--- src/rtl/eqc_pkg.sv ---
package eqc_pkg;
  localparam int N_IN = 4;

  typedef enum logic {ST_IDLE, ST_RUN} eqc_state_e;

  // bit 0 = x1, bit 1 = x2, bit 2 = x3, bit 3 = x4
  function automatic logic golden_fn(input logic [N_IN-1:0] v);
    return (v[0] & v[2] & v[3]) | (v[1] & v[2]) | (v[1] & v[3]);
  endfunction

  function automatic logic faulty_fn(input logic [N_IN-1:0] v);
    return (v[0] & v[1] & v[2] & v[3]) | (v[1] & v[2]) | (v[1] & v[3]);
  endfunction
endpackage

--- src/rtl/eqc_ctrl.sv ---
module eqc_ctrl
  import eqc_pkg::*;
#(
  parameter int CNT_W = 16
) (
  input  logic             clk,
  input  logic             rst_n,
  input  logic             start,
  input  logic             use_faulty,
  input  logic [CNT_W-1:0] vec_limit,
  input  logic [N_IN-1:0]  vec,
  input  logic             differ,
  output logic             draw,
  output logic             mode_q,
  output logic [CNT_W-1:0] lim_q,
  output logic             busy,
  output logic             done,
  output logic             equal,
  output logic [N_IN-1:0]  fail_vec
);
  eqc_state_e       st;
  logic [CNT_W-1:0] cnt;
  logic [CNT_W-1:0] cnt_nx;
  logic             last_vec;

  assign draw     = start && (st == ST_IDLE);
  assign cnt_nx   = cnt + CNT_W'(1);
  assign last_vec = (cnt_nx == lim_q);
  assign busy     = (st == ST_RUN);

  always_ff @(posedge clk) begin
    if (!rst_n) begin
      st       <= ST_IDLE;
      cnt      <= '0;
      lim_q    <= '0;
      mode_q   <= 1'b0;
      done     <= 1'b0;
      equal    <= 1'b0;
      fail_vec <= '0;
    end else begin
      done <= 1'b0;
      unique case (st)
        ST_IDLE: begin
          if (start) begin
            lim_q  <= vec_limit;
            mode_q <= use_faulty;
            cnt    <= '0;
            if (vec_limit == '0) begin
              done     <= 1'b1;
              equal    <= 1'b1;
              fail_vec <= '0;
            end else begin
              st <= ST_RUN;
            end
          end
        end
        ST_RUN: begin
          cnt <= cnt_nx;
          if (differ) begin
            st       <= ST_IDLE;
            done     <= 1'b1;
            equal    <= 1'b0;
            fail_vec <= vec;
          end else if (last_vec) begin
            st       <= ST_IDLE;
            done     <= 1'b1;
            equal    <= 1'b1;
            fail_vec <= '0;
          end
        end
        default: st <= ST_IDLE;
      endcase
    end
  end
endmodule

--- config.mk ---
export PLATFORM = sky130hd
export DESIGN_NAME = eqc_ctrl
export DESIGN_NICKNAME = d
export VERILOG_FILES = /design/src/rtl/eqc_pkg.sv /design/src/rtl/eqc_ctrl.sv
export SDC_FILE = /design/constraint.sdc
export NUM_CORES = 1
export LEC_CHECK = 0
export ABC_AREA = 1
export BUFFER_PORTS_ARGS = -buffer_cell sky130_fd_sc_hd__buf_2
export CAP_MARGIN = 25
export CORE_MARGIN = 2
export CORE_UTILIZATION = 30
export CTS_CLUSTER_SIZE = 8
export DETAILED_ROUTE_END_ITERATION = 16
export SLEW_MARGIN = 10
export SYNTH_ARGS = -nofsm -noshare
export SYNTH_HDL_FRONTEND = slang
export SYNTH_SLANG_ARGS = --single-unit
--- constraint.sdc ---
create_clock -name clk -period 2.9 [get_ports clk]
set_clock_uncertainty 0.2 [all_clocks]
set_input_delay 0.145 -clock clk [delete_from_list [all_inputs] [get_ports clk]]
set_output_delay 0.145 -clock clk [all_outputs]
set_load 0.02 [all_outputs]
; ---- Word-level counts from Yosys, hierarchy flattened
; Index checks and enable logic that the tools add are counted.
[totals]
word_cells = 39
reg_bits = 40
output_inout_bits = 25
in_bits = 25
[classes]
n_reduce_logical = 4
muxes = 22
eq_ne = 4
add_sub_neg = 1
bitwise_logic = 1
[ops]
columns = operator, count
row1 = 16-bit one-hot mux with 2 select lines, 1
row2 = "16-bit by 1-bit adder with 16-bit output, second input constant", 1
row3 = 16-bit equality test, 1
row4 = 16-bit zero test, 1
row5 = 16-bit two-way mux, 1
row6 = 4-bit two-way mux, 4
row7 = 1-bit two-way mux, 12
row8 = 4-bit one-hot mux with 2 select lines, 1
row9 = 1-bit one-hot mux with 2 select lines, 3
row10 = "3-bit by 2-bit inequality test with 1-bit output, second input constant", 1
row11 = 3-bit AND reduction, 1
row12 = "2-bit by 1-bit inequality test with 1-bit output, second input constant", 1
row13 = "2-bit inequality test, second input constant", 1
row14 = 2-bit AND reduction, 1
row15 = 1-bit logical AND, 1
row16 = 1-bit inverter, 1

; ---- Logic depth before layout (Yosys ltp)
; Gate-level depths: netlist (run 1).
[depth]
ltp_word = 5
depth_mapped = 15
depth_no_buf = 15

; ---- Worst setup path before layout (run 1)
; No wires, ideal clock.
[synth_path]
path_type = flip-flop to flip-flop
start = register cnt[0]
end = register fail_vec[0]
stages_incl_launch_ff = 13
setup_time_ps = 115
arrival_time_ps = 1629
path_slack_ps = 956
n_path_buf = 0
cell_sequence = dfxtp_1 -> ha_1 -> nand2_1 -> nor2_4 -> nand3_1 -> xor3_1 -> nand2_1 -> nor2_1 -> nand3_2 -> nand2_4 -> nand3_1 -> nand2_1 -> nor2_1
[synth_via]
elab_chain_len = 4
[synth_lines]
columns = element, line
row1 = start: declaration, eqc_ctrl.sv:22  ; logic [CNT_W-1:0] cnt;
row2 = start signal: assignment, eqc_ctrl.sv:58  ; cnt <= cnt_nx;
row3 = 16-bit by 1-bit adder with 16-bit output, eqc_ctrl.sv:27  ; assign cnt_nx = cnt + CNT_W'(1);
row4 = 16-bit equality test, eqc_ctrl.sv:28  ; assign last_vec = (cnt_nx == lim_q);
row5 = 3-bit by 2-bit inequality test with 1-bit output (no source line), --
row6 = 3-bit AND reduction (no source line), --
row7 = end signal: assignment, eqc_ctrl.sv:63  ; fail_vec <= vec;
row8 = end: declaration, eqc_ctrl.sv:19  ; output logic [N_IN-1:0] fail_vec
; No other way between the ends.
; A chain may end at the register's enable or synchronous reset.

; ---- Final worst setup path (run 1)
[layout_path]
start = register cnt[0]
end = register fail_vec[3]
; Same word-level chain as after synthesis.

==> metrics.txt, run 1 <==
# TYPE chip_impl_metric gauge
chip_impl_info{name="rsz0062_at_grt",value="no"} 1
chip_impl_info{name="worstReg2RegStart",value="cnt[0]"} 1
chip_impl_metric{name="place_area",unit="µm²"} 2540
chip_impl_metric{name="cts_num_sinks",unit=""} 40
chip_impl_metric{name="syn-mean-instance-area",unit="µm²"} 6.50
chip_impl_metric{name="io_pins",unit=""} 50
chip_impl_metric{name="synth.yosys.seq_area_share",unit=""} 0.366
chip_impl_metric{name="htree_num_levels",unit=""} 2
chip_impl_metric{name="worst-endpoint-required",unit="ns"} 2.88
chip_impl_metric{name="initial_core_util",unit=""} 0.305
chip_impl_metric{name="cts_buffer_depth",unit=""} 2
chip_impl_metric{name="dp.cells",unit=""} 479
chip_impl_metric{name="die_h",unit="µm"} 89.5
chip_impl_metric{name="route.detailed.vias_per_inst",unit=""} 4.70
chip_impl_metric{name="maximum_net_fanout_on_the_critical_path",unit=""} 10
chip_impl_metric{name="relative_contribution_of_sequential_cells_to_total_power",unit=""} 0.495
chip_impl_metric{name="core_region_area",unit="µm²"} 7180
chip_impl_metric{name="finalWorstPathRequiredPeriod",unit="ns"} 2.30
chip_impl_metric{name="p_sw",unit="mW"} 0.365
chip_impl_metric{name="finish.instance_area",unit="µm²"} 2850
chip_impl_info{name="cp_common_cell",value="sky130_fd_sc_hd__nand2_1"} 1
chip_impl_info{name="synth_top_flop_cell",value="sky130_fd_sc_hd__dfxtp_1"} 1
chip_impl_metric{name="critPathArrivalTime",unit="ns"} 2.29
chip_impl_metric{name="synth_nets",unit=""} 363
chip_impl_metric{name="drt.antenna.violating_nets",unit=""} 0
chip_impl_metric{name="power.static_leakage",unit="nW"} 1.20
chip_impl_metric{name="post_synth_instance_area",unit="µm²"} 2190
chip_impl_metric{name="area_delta_synth_final",unit="%"} 29.9
chip_impl_metric{name="max_cap_violation_count",unit=""} 0
chip_impl_metric{name="cts_inserted_buffers",unit=""} 5
chip_impl_info{name="min_path_type",value="input port to flop"} 1
chip_impl_metric{name="ff2ff_path_depth",unit=""} 14
chip_impl_metric{name="detailed_place_hpwl",unit="µm"} 4580
chip_impl_metric{name="synth-edff-count",unit=""} 0
chip_impl_metric{name="gr-usage-all-layers",unit=""} 0.166
chip_impl_info{name="critical_path.cell_chain",value="ha_1 > nand2_1 > nor2_4 > nand2_1 > nand3_1 > nand2_1 > nor2_1 > nand3_1 > nor2_1 > nand3_2 > nand2_4 > nand3_1 > nand2_1 > nor2_1"} 1
chip_impl_metric{name="drc",unit=""} 0
chip_impl_metric{name="setup_tns",unit="ns"} 0
chip_impl_info{name="cp_top_family",value="simple AND/OR/NAND/NOR gates"} 1
chip_impl_metric{name="layout.filler_cells",unit=""} 749
chip_impl_metric{name="post_cts.repair.setup_buffers",unit=""} 0
chip_impl_info{name="root_buffer",value="sky130_fd_sc_hd__clkbuf_8"} 1
chip_impl_metric{name="worst-r2r-setup-slack",unit="ns"} 0.60
chip_impl_metric{name="wire_length_of_the_first_global_routing_pass",unit="µm"} 10300
chip_impl_metric{name="gp_congestion",unit=""} 0.870
chip_impl_metric{name="synth_seq_cells",unit=""} 40
chip_impl_metric{name="drtIter0Drc",unit=""} 103
chip_impl_metric{name="final-setup-viol-count",unit=""} 0
chip_impl_metric{name="drv_slew",unit=""} 0
chip_impl_metric{name="maxClockFrequency",unit="MHz"} 434
chip_impl_metric{name="syn_inst_count",unit=""} 337
chip_impl_info{name="critical-path-slowest-cell",value="sky130_fd_sc_hd__dfxtp_1"} 1
chip_impl_metric{name="power.share.switching",unit=""} 0.297
chip_impl_metric{name="std_cell_rows",unit=""} 31
chip_impl_metric{name="die_width",unit="µm"} 89.5
chip_impl_info{name="timing.rr.end",value="fail_vec[3]"} 1
chip_impl_info{name="timing_startpoint_of_the_critical_path",value="cnt[0]"} 1
chip_impl_metric{name="grt_pass1_vias",unit=""} 2241
chip_impl_metric{name="period_share",unit=""} 0.795
chip_impl_metric{name="postRouteWirelength",unit="µm"} 6480
chip_impl_metric{name="grt_start_max_net_pins",unit=""} 25
chip_impl_metric{name="slew_of_the_pin_with_the_lowest_slew_margin",unit="ns"} 0.808
chip_impl_metric{name="num-nets-final",unit=""} 434
chip_impl_metric{name="maxSlewHeadroom",unit=""} 0.461
chip_impl_metric{name="synthArstFlopShare",unit=""} 0
chip_impl_metric{name="num_antenna_cells",unit=""} 0
chip_impl_metric{name="pwr-share-comb",unit=""} 0.185
chip_impl_metric{name="drt-wirelength-per-cell",unit="µm"} 12.8
chip_impl_metric{name="clock_insertion_delay_worst_skew",unit="ns"} 0.29
chip_impl_metric{name="clkSlewWorstSetupHoldPaths",unit="ns"} 0.08
chip_impl_metric{name="detailedRoute.firstPassIterationCount",unit=""} 4
chip_impl_metric{name="ir_drop",unit="mV"} 0.293
chip_impl_metric{name="yosysWarningCount",unit=""} 0
chip_impl_metric{name="stages_on_the_worst_setup_path",unit=""} 14
chip_impl_metric{name="antenna_found_initial",unit=""} 0
chip_impl_metric{name="stage_delay_of_the_slowest_cell_on_the_critical_path",unit="ns"} 0.40
chip_impl_metric{name="cts_resized",unit=""} 0
chip_impl_metric{name="final_cells",unit=""} 508
chip_impl_metric{name="timing.final.hold_violations",unit=""} 0
chip_impl_metric{name="globalRoute.totalOverflow",unit=""} 0
chip_impl_info{name="tritoncts",value="done"} 1
chip_impl_metric{name="drive_above_1_share",unit=""} 0.176
chip_impl_info{name="critPathLaunchType",value="flop"} 1
chip_impl_info{name="worst_setup_path_endpoint",value="fail_vec[3]"} 1
chip_impl_metric{name="report.power.total",unit="mW"} 1.23
chip_impl_metric{name="internal-power",unit="mW"} 0.864
chip_impl_metric{name="critPathBufInv",unit=""} 0
chip_impl_metric{name="synthDistinctLibCells",unit=""} 26
chip_impl_metric{name="dr_total_vias",unit=""} 2390
chip_impl_metric{name="place.port_buffers",unit=""} 49
chip_impl_metric{name="share_clk_of_total_power",unit=""} 0.320
chip_impl_metric{name="floorplan_die_area",unit="µm²"} 8000
chip_impl_info{name="result_of_the_run",value="completed"} 1
chip_impl_info{name="timing.setup.critical_path_class",value="flop to flop"} 1
chip_impl_info{name="kind_of_end_point_of_the_critical_path",value="flop"} 1
chip_impl_metric{name="power_per_cell_area",unit="nW/µm²"} 432
worst min-delay path by stage:
stage	startpoint	endpoint	slack, ns	depth (start not counted)
5_1_grt	vec_limit[11]	lim_q[11]	0.07	3
6_report	vec_limit[11]	lim_q[11]	0.04	3
2_1_floorplan	vec_limit[10]	lim_q[10]	0.08	2
3_5_place_dp	use_faulty	mode_q	0.18	3
3_3_place_gp	use_faulty	mode_q	0.18	3
4_1_cts	vec_limit[11]	lim_q[11]	0.03	3
state kept, by name, summed over array words and instances, names as in the netlist:
signal and count:
mode_q 1, lim_q 16, busy 1, done 1
fail_vec 4, equal 1, cnt 16
power by group through the flow:
stage / Combinational, mW / Clock (mW) / Sequential, mW
after floorplan: 0.102 / 0 / 0.641
after global placement: 0.202 / 0 / 0.621
after detailed placement: 0.205 / 0 / 0.620
after CTS: 0.226 / 0.400 / 0.608
after global routing: 0.251 / 0.417 / 0.612
final: 0.227 / 0.394 / 0.608
timing repair:
item,in CTS,in global routing
endpoints found under the hold margin,21,0
hold buffers,21,0
endpoints found under the setup margin,0,0
routing by layer:
layer / vias to the layer above / global-route usage / wire length [µm]
li1: 1233 / - / -
met5: - / 0 / 0
met2: 73 / 0.281 / 3060
met1: 1071 / 0.210 / 2900
met3: 13 / 0.0305 / 387
met4: 0 / 0.0638 / 130
metrics by stage:
stage / hold slack (ns) / worst slack [ns] / utilization
3_5_place_dp: 0.183 / 0.638 / 0.355
3_3_place_gp: 0.178 / 0.700 / 0.355
5_1_grt: 0.0723 / 0.364 / 0.397
4_1_cts: 0.0278 / 0.624 / 0.397
6_report: 0.0395 / 0.596 / 0.397
2_1_floorplan: 0.0799 / 0.956 / -
tightest hold or removal path, cell delays in order:
cell	delay, ns
sky130_fd_sc_hd__buf_2	0.09
sky130_fd_sc_hd__o21ai_0	0.13
sky130_fd_sc_hd__a21oi_1	0.13
layout make-up:
class	instances	area [µm²]	share of cell area
Clock buffer	8	90.1	0.0317
Tap cell	99	124	0.0435
Inverter	34	128	0.0449
Sequential cell	40	801	0.281
Multi-Input combinational cell	255	1230	0.433
Timing Repair Buffer	72	470	0.165
cell usage in the layout (no fill, tap or decap), types with 4 or more instances in the layout:
cell type	count
sky130_fd_sc_hd__nand2_1	102
sky130_fd_sc_hd__buf_2	49
sky130_fd_sc_hd__dfxtp_1	40
sky130_fd_sc_hd__a21oi_1	34
sky130_fd_sc_hd__inv_1	32
sky130_fd_sc_hd__nand3_1	32
sky130_fd_sc_hd__nor2_1	30
sky130_fd_sc_hd__dlygate4sd3_1	21
sky130_fd_sc_hd__o21ai_0	19
sky130_fd_sc_hd__nand4_1	7
sky130_fd_sc_hd__nand3b_1	6
sky130_fd_sc_hd__clkbuf_8	6
sky130_fd_sc_hd__xnor2_1	4
cell usage after synthesis, types with 2 or more instances:
master / number / area, µm²
sky130_fd_sc_hd__buf_1: 2 / 7.51
sky130_fd_sc_hd__xnor2_1: 4 / 35.0
sky130_fd_sc_hd__o21ai_0: 19 / 95.1
sky130_fd_sc_hd__inv_1: 32 / 120
sky130_fd_sc_hd__nand3_1: 32 / 160
sky130_fd_sc_hd__nor2_4: 3 / 33.8
sky130_fd_sc_hd__nand4_1: 7 / 43.8
sky130_fd_sc_hd__a21oi_1: 34 / 170
sky130_fd_sc_hd__or2_2: 2 / 12.5
sky130_fd_sc_hd__nor4_1: 2 / 12.5
sky130_fd_sc_hd__nand3b_1: 6 / 45.0
sky130_fd_sc_hd__clkinv_1: 2 / 7.51
sky130_fd_sc_hd__nand2_2: 3 / 18.8
sky130_fd_sc_hd__clkbuf_1: 6 / 22.5
sky130_fd_sc_hd__dfxtp_1: 40 / 801
sky130_fd_sc_hd__nor2_1: 30 / 113
sky130_fd_sc_hd__nand2_1: 102 / 383
sky130_fd_sc_hd__nor2_2: 3 / 18.8
cells by family after synthesis:
group / Yosys count / synth area share
and+or+nand+nor: 193 / 0.396
AOI/OAI and AO/OA: 55 / 0.130
buffers and inverters: 42 / 0.0720
DFF: 40 / 0.366
xor gates and xnor gates: 6 / 0.0308
adders and majority gates: 1 / 0.00571
(Power assumes the default switching activity.)
==> inputs of run 2 (changes only) <==
==> constraint.sdc (replaced) <==
create_clock -name clk -period 2 [get_ports clk]
set_clock_uncertainty 0.2 [all_clocks]
set_input_delay 0.1 -clock clk [delete_from_list [all_inputs] [get_ports clk]]
set_output_delay 0.1 -clock clk [all_outputs]
set_load 0.02 [all_outputs]
==> metrics.txt, run 2 (same netlist as run 1, synthesis figures left out) <==
# TYPE chip_impl_metric gauge
chip_impl_info{name="result_of_the_run",value="finished, violations left"} 1
chip_impl_info{name="violations_in_the_final_reports",value="setup timing"} 1
chip_impl_metric{name="seq_cell_area",unit="µm²"} 813
chip_impl_metric{name="timing.final.hold_violations",unit=""} 0
chip_impl_info{name="root_buffer",value="sky130_fd_sc_hd__clkbuf_8"} 1
chip_impl_metric{name="drtIter0Drc",unit=""} 155
chip_impl_metric{name="std_cell_rows",unit=""} 31
chip_impl_metric{name="period_share",unit=""} 1.06
chip_impl_metric{name="final_core_utilization",unit=""} 0.449
chip_impl_metric{name="area_delta_synth_final",unit="%"} 47.1
chip_impl_metric{name="io_pins",unit=""} 50
chip_impl_metric{name="drive_above_1_share",unit=""} 0.302
chip_impl_info{name="cp_common_cell",value="sky130_fd_sc_hd__nand2_1"} 1
chip_impl_info{name="tritoncts",value="done"} 1
chip_impl_info{name="top_layer",value="met4"} 1
chip_impl_metric{name="stage_delay_of_the_slowest_cell_on_the_critical_path",unit="ns"} 0.37
chip_impl_metric{name="num_antenna_cells",unit=""} 0
chip_impl_info{name="kind_of_end_point_of_the_critical_path",value="flop"} 1
chip_impl_metric{name="detailedRoute.firstPassIterationCount",unit=""} 5
chip_impl_metric{name="detailed_place_hpwl",unit="µm"} 4730
chip_impl_metric{name="final_cells",unit=""} 540
chip_impl_metric{name="met3_length",unit="µm"} 352
chip_impl_metric{name="die_h",unit="µm"} 89.5
chip_impl_metric{name="clock_insertion_delay_worst_skew",unit="ns"} 0.29
chip_impl_metric{name="globalRoute.totalOverflow",unit=""} 0
chip_impl_metric{name="drt-wirelength-per-cell",unit="µm"} 12.8
chip_impl_metric{name="layout.filler_cells",unit=""} 725
chip_impl_metric{name="dp.cells",unit=""} 506
chip_impl_info{name="most_common_cell_after_layout_fill_and_taps_aside",value="sky130_fd_sc_hd__nand2_1"} 1
chip_impl_metric{name="num-nets-final",unit=""} 466
chip_impl_metric{name="power_per_cell_area",unit="nW/µm²"} 564
chip_impl_metric{name="power.static_leakage",unit="nW"} 1.41
chip_impl_metric{name="finalWorstPathRequiredPeriod",unit="ns"} 2.12
chip_impl_metric{name="drc",unit=""} 0
chip_impl_metric{name="grt_pass1_vias",unit=""} 2279
chip_impl_metric{name="floorplan_die_area",unit="µm²"} 8000
chip_impl_metric{name="report.power.total",unit="mW"} 1.82
chip_impl_metric{name="critPathArrivalTime",unit="ns"} 2.11
chip_impl_metric{name="slew_of_the_pin_with_the_lowest_slew_margin",unit="ns"} 0.584
chip_impl_metric{name="met1_routed_length",unit="µm"} 3130
chip_impl_metric{name="cts_buffer_depth",unit=""} 2
chip_impl_metric{name="met2_routed_wl",unit="µm"} 3340
chip_impl_metric{name="cts_inserted_buffers",unit=""} 5
chip_impl_metric{name="maximum_net_fanout_on_the_critical_path",unit=""} 7
chip_impl_metric{name="maxSlewHeadroom",unit=""} 0.608
chip_impl_info{name="timing.setup.critical_path_class",value="flop to flop"} 1
chip_impl_metric{name="drt.antenna.violating_nets",unit=""} 0
chip_impl_metric{name="core_region_area",unit="µm²"} 7180
chip_impl_metric{name="postRouteWirelength",unit="µm"} 6900
chip_impl_metric{name="place_ws",unit="ns"} -0.152
chip_impl_info{name="most-common-layout-cells",value="sky130_fd_sc_hd__nand2_1, sky130_fd_sc_hd__buf_2, sky130_fd_sc_hd__dfxtp_1"} 1
chip_impl_metric{name="cts_num_sinks",unit=""} 40
chip_impl_info{name="critPathLaunchType",value="flop"} 1
chip_impl_metric{name="fin_ws",unit="ns"} -0.123
chip_impl_info{name="min_path_type",value="input port to flop"} 1
chip_impl_metric{name="place.port_buffers",unit=""} 49
chip_impl_info{name="critical-path-slowest-cell",value="sky130_fd_sc_hd__dfxtp_4"} 1
chip_impl_metric{name="initial_core_util",unit=""} 0.305
chip_impl_metric{name="htree_num_levels",unit=""} 2
chip_impl_metric{name="die_width",unit="µm"} 89.5
chip_impl_metric{name="ir_drop",unit="mV"} 0.436
chip_impl_metric{name="clkSlewWorstSetupHoldPaths",unit="ns"} 0.08
chip_impl_metric{name="gp_congestion",unit=""} 0.889
chip_impl_metric{name="worst-endpoint-required",unit="ns"} 1.99
chip_impl_metric{name="antenna_found_initial",unit=""} 0
chip_impl_info{name="critical_path.cell_chain",value="ha_4 > nand2_1 > nor2_4 > nand2_1 > nand3_1 > nand2_1 > nor2_2 > nand3_1 > nor2_1 > nand3_2 > nand2_4 > nand3_1 > nand2_1 > nor2_1"} 1
chip_impl_metric{name="drv_slew",unit=""} 0
chip_impl_metric{name="grt_start_max_net_pins",unit=""} 24
chip_impl_metric{name="max_cap_violation_count",unit=""} 0
chip_impl_info{name="largest_registers",value="cnt (16), lim_q (16), fail_vec (4)"} 1
chip_impl_metric{name="wire_length_of_the_first_global_routing_pass",unit="µm"} 10800
chip_impl_metric{name="maxClockFrequency",unit="MHz"} 471
chip_impl_metric{name="gr-usage-all-layers",unit=""} 0.173
chip_impl_metric{name="route.detailed.vias_per_inst",unit=""} 4.66
chip_impl_metric{name="multi_input_area",unit="µm²"} 1350
chip_impl_info{name="rsz0062_at_grt",value="yes"} 1
chip_impl_metric{name="final-setup-viol-count",unit=""} 7
chip_impl_metric{name="dr_total_vias",unit=""} 2518
==> run 2: changes by cell type in the layout (fill, tap and decap cells not counted), moves of 4 or more <==
| cell | before | now |
|---|---|---|
| sky130_fd_sc_hd__nor2_1 | 30 | 24 |
| sky130_fd_sc_hd__dfxtp_2 | 0 | 7 |
| sky130_fd_sc_hd__a21oi_1 | 34 | 30 |
| sky130_fd_sc_hd__dfxtp_1 | 40 | 32 |
| sky130_fd_sc_hd__nand2_1 | 102 | 97 |
| sky130_fd_sc_hd__a21oi_2 | 1 | 5 |
| sky130_fd_sc_hd__buf_4 | 2 | 30 |
| sky130_fd_sc_hd__nor2_4 | 3 | 7 |
==> run 2: cell type report <==
cell class,count,area share
multi-input cells,256,0.419
flip-flops and latches,40,0.252
repair buffers,103,0.221
inverters,34,0.0396
well taps,99,0.0384
clock buffers,6,0.0256
clock inverters,2,0.00311
==> run 2: worst paths after layout <==
path | startpoint | to | slack (ns) | cells past startpoint
setup / recovery | cnt[0] | fail_vec[0] | -0.12 | 14
hold / removal | start | lim_q[7] | 0.06 | 5
setup reg to reg | cnt[0] | fail_vec[0] | -0.12 | 14
hold reg to reg | equal | equal | 0.27 | 2
==> run 2: worst max-delay path, delay by kind of cell (launching register included) <==
kind / cells / cell delay [ns]
and+or+nand+nor: 13 / 1.32
DFF: 1 / 0.37
adders and majority gates: 1 / 0.14
==> run 2: routing by layer <==
layer | global-route usage | vias up
met5 | 0 | -
met4 | 0.0488 | 0
met3 | 0.0323 | 8
met2 | 0.281 | 73
met1 | 0.235 | 1132
li1 | - | 1305
==> run 2: where the power goes <==
part           total (mW)  switching [mW]  internal [mW]
Sequential          0.872          0.0354          0.837
Combinational       0.376           0.219          0.157
Clock               0.569           0.294          0.276
Total                1.82           0.548           1.27
==> run 2: stage by stage <==
step                      hold slack [ns]  TNS, ns  cell area (µm²)
after floorplan                    0.0349        0             2190
after global placement              0.132   -0.764             2750
after detailed placement            0.154   -0.891             2750
after CTS                          0.0444   -0.491             3130
after global routing               0.0790    -1.63             3220
final                              0.0644   -0.607             3220
==> run 2: timing repair <==
item,in CTS,in global routing
buffers inserted,0,3
gates cloned,1,0
pin swaps,18,14
setup endpoints to repair,7,7
resized for setup,21,20
hold buffers,22,0
hold endpoints to repair,22,0
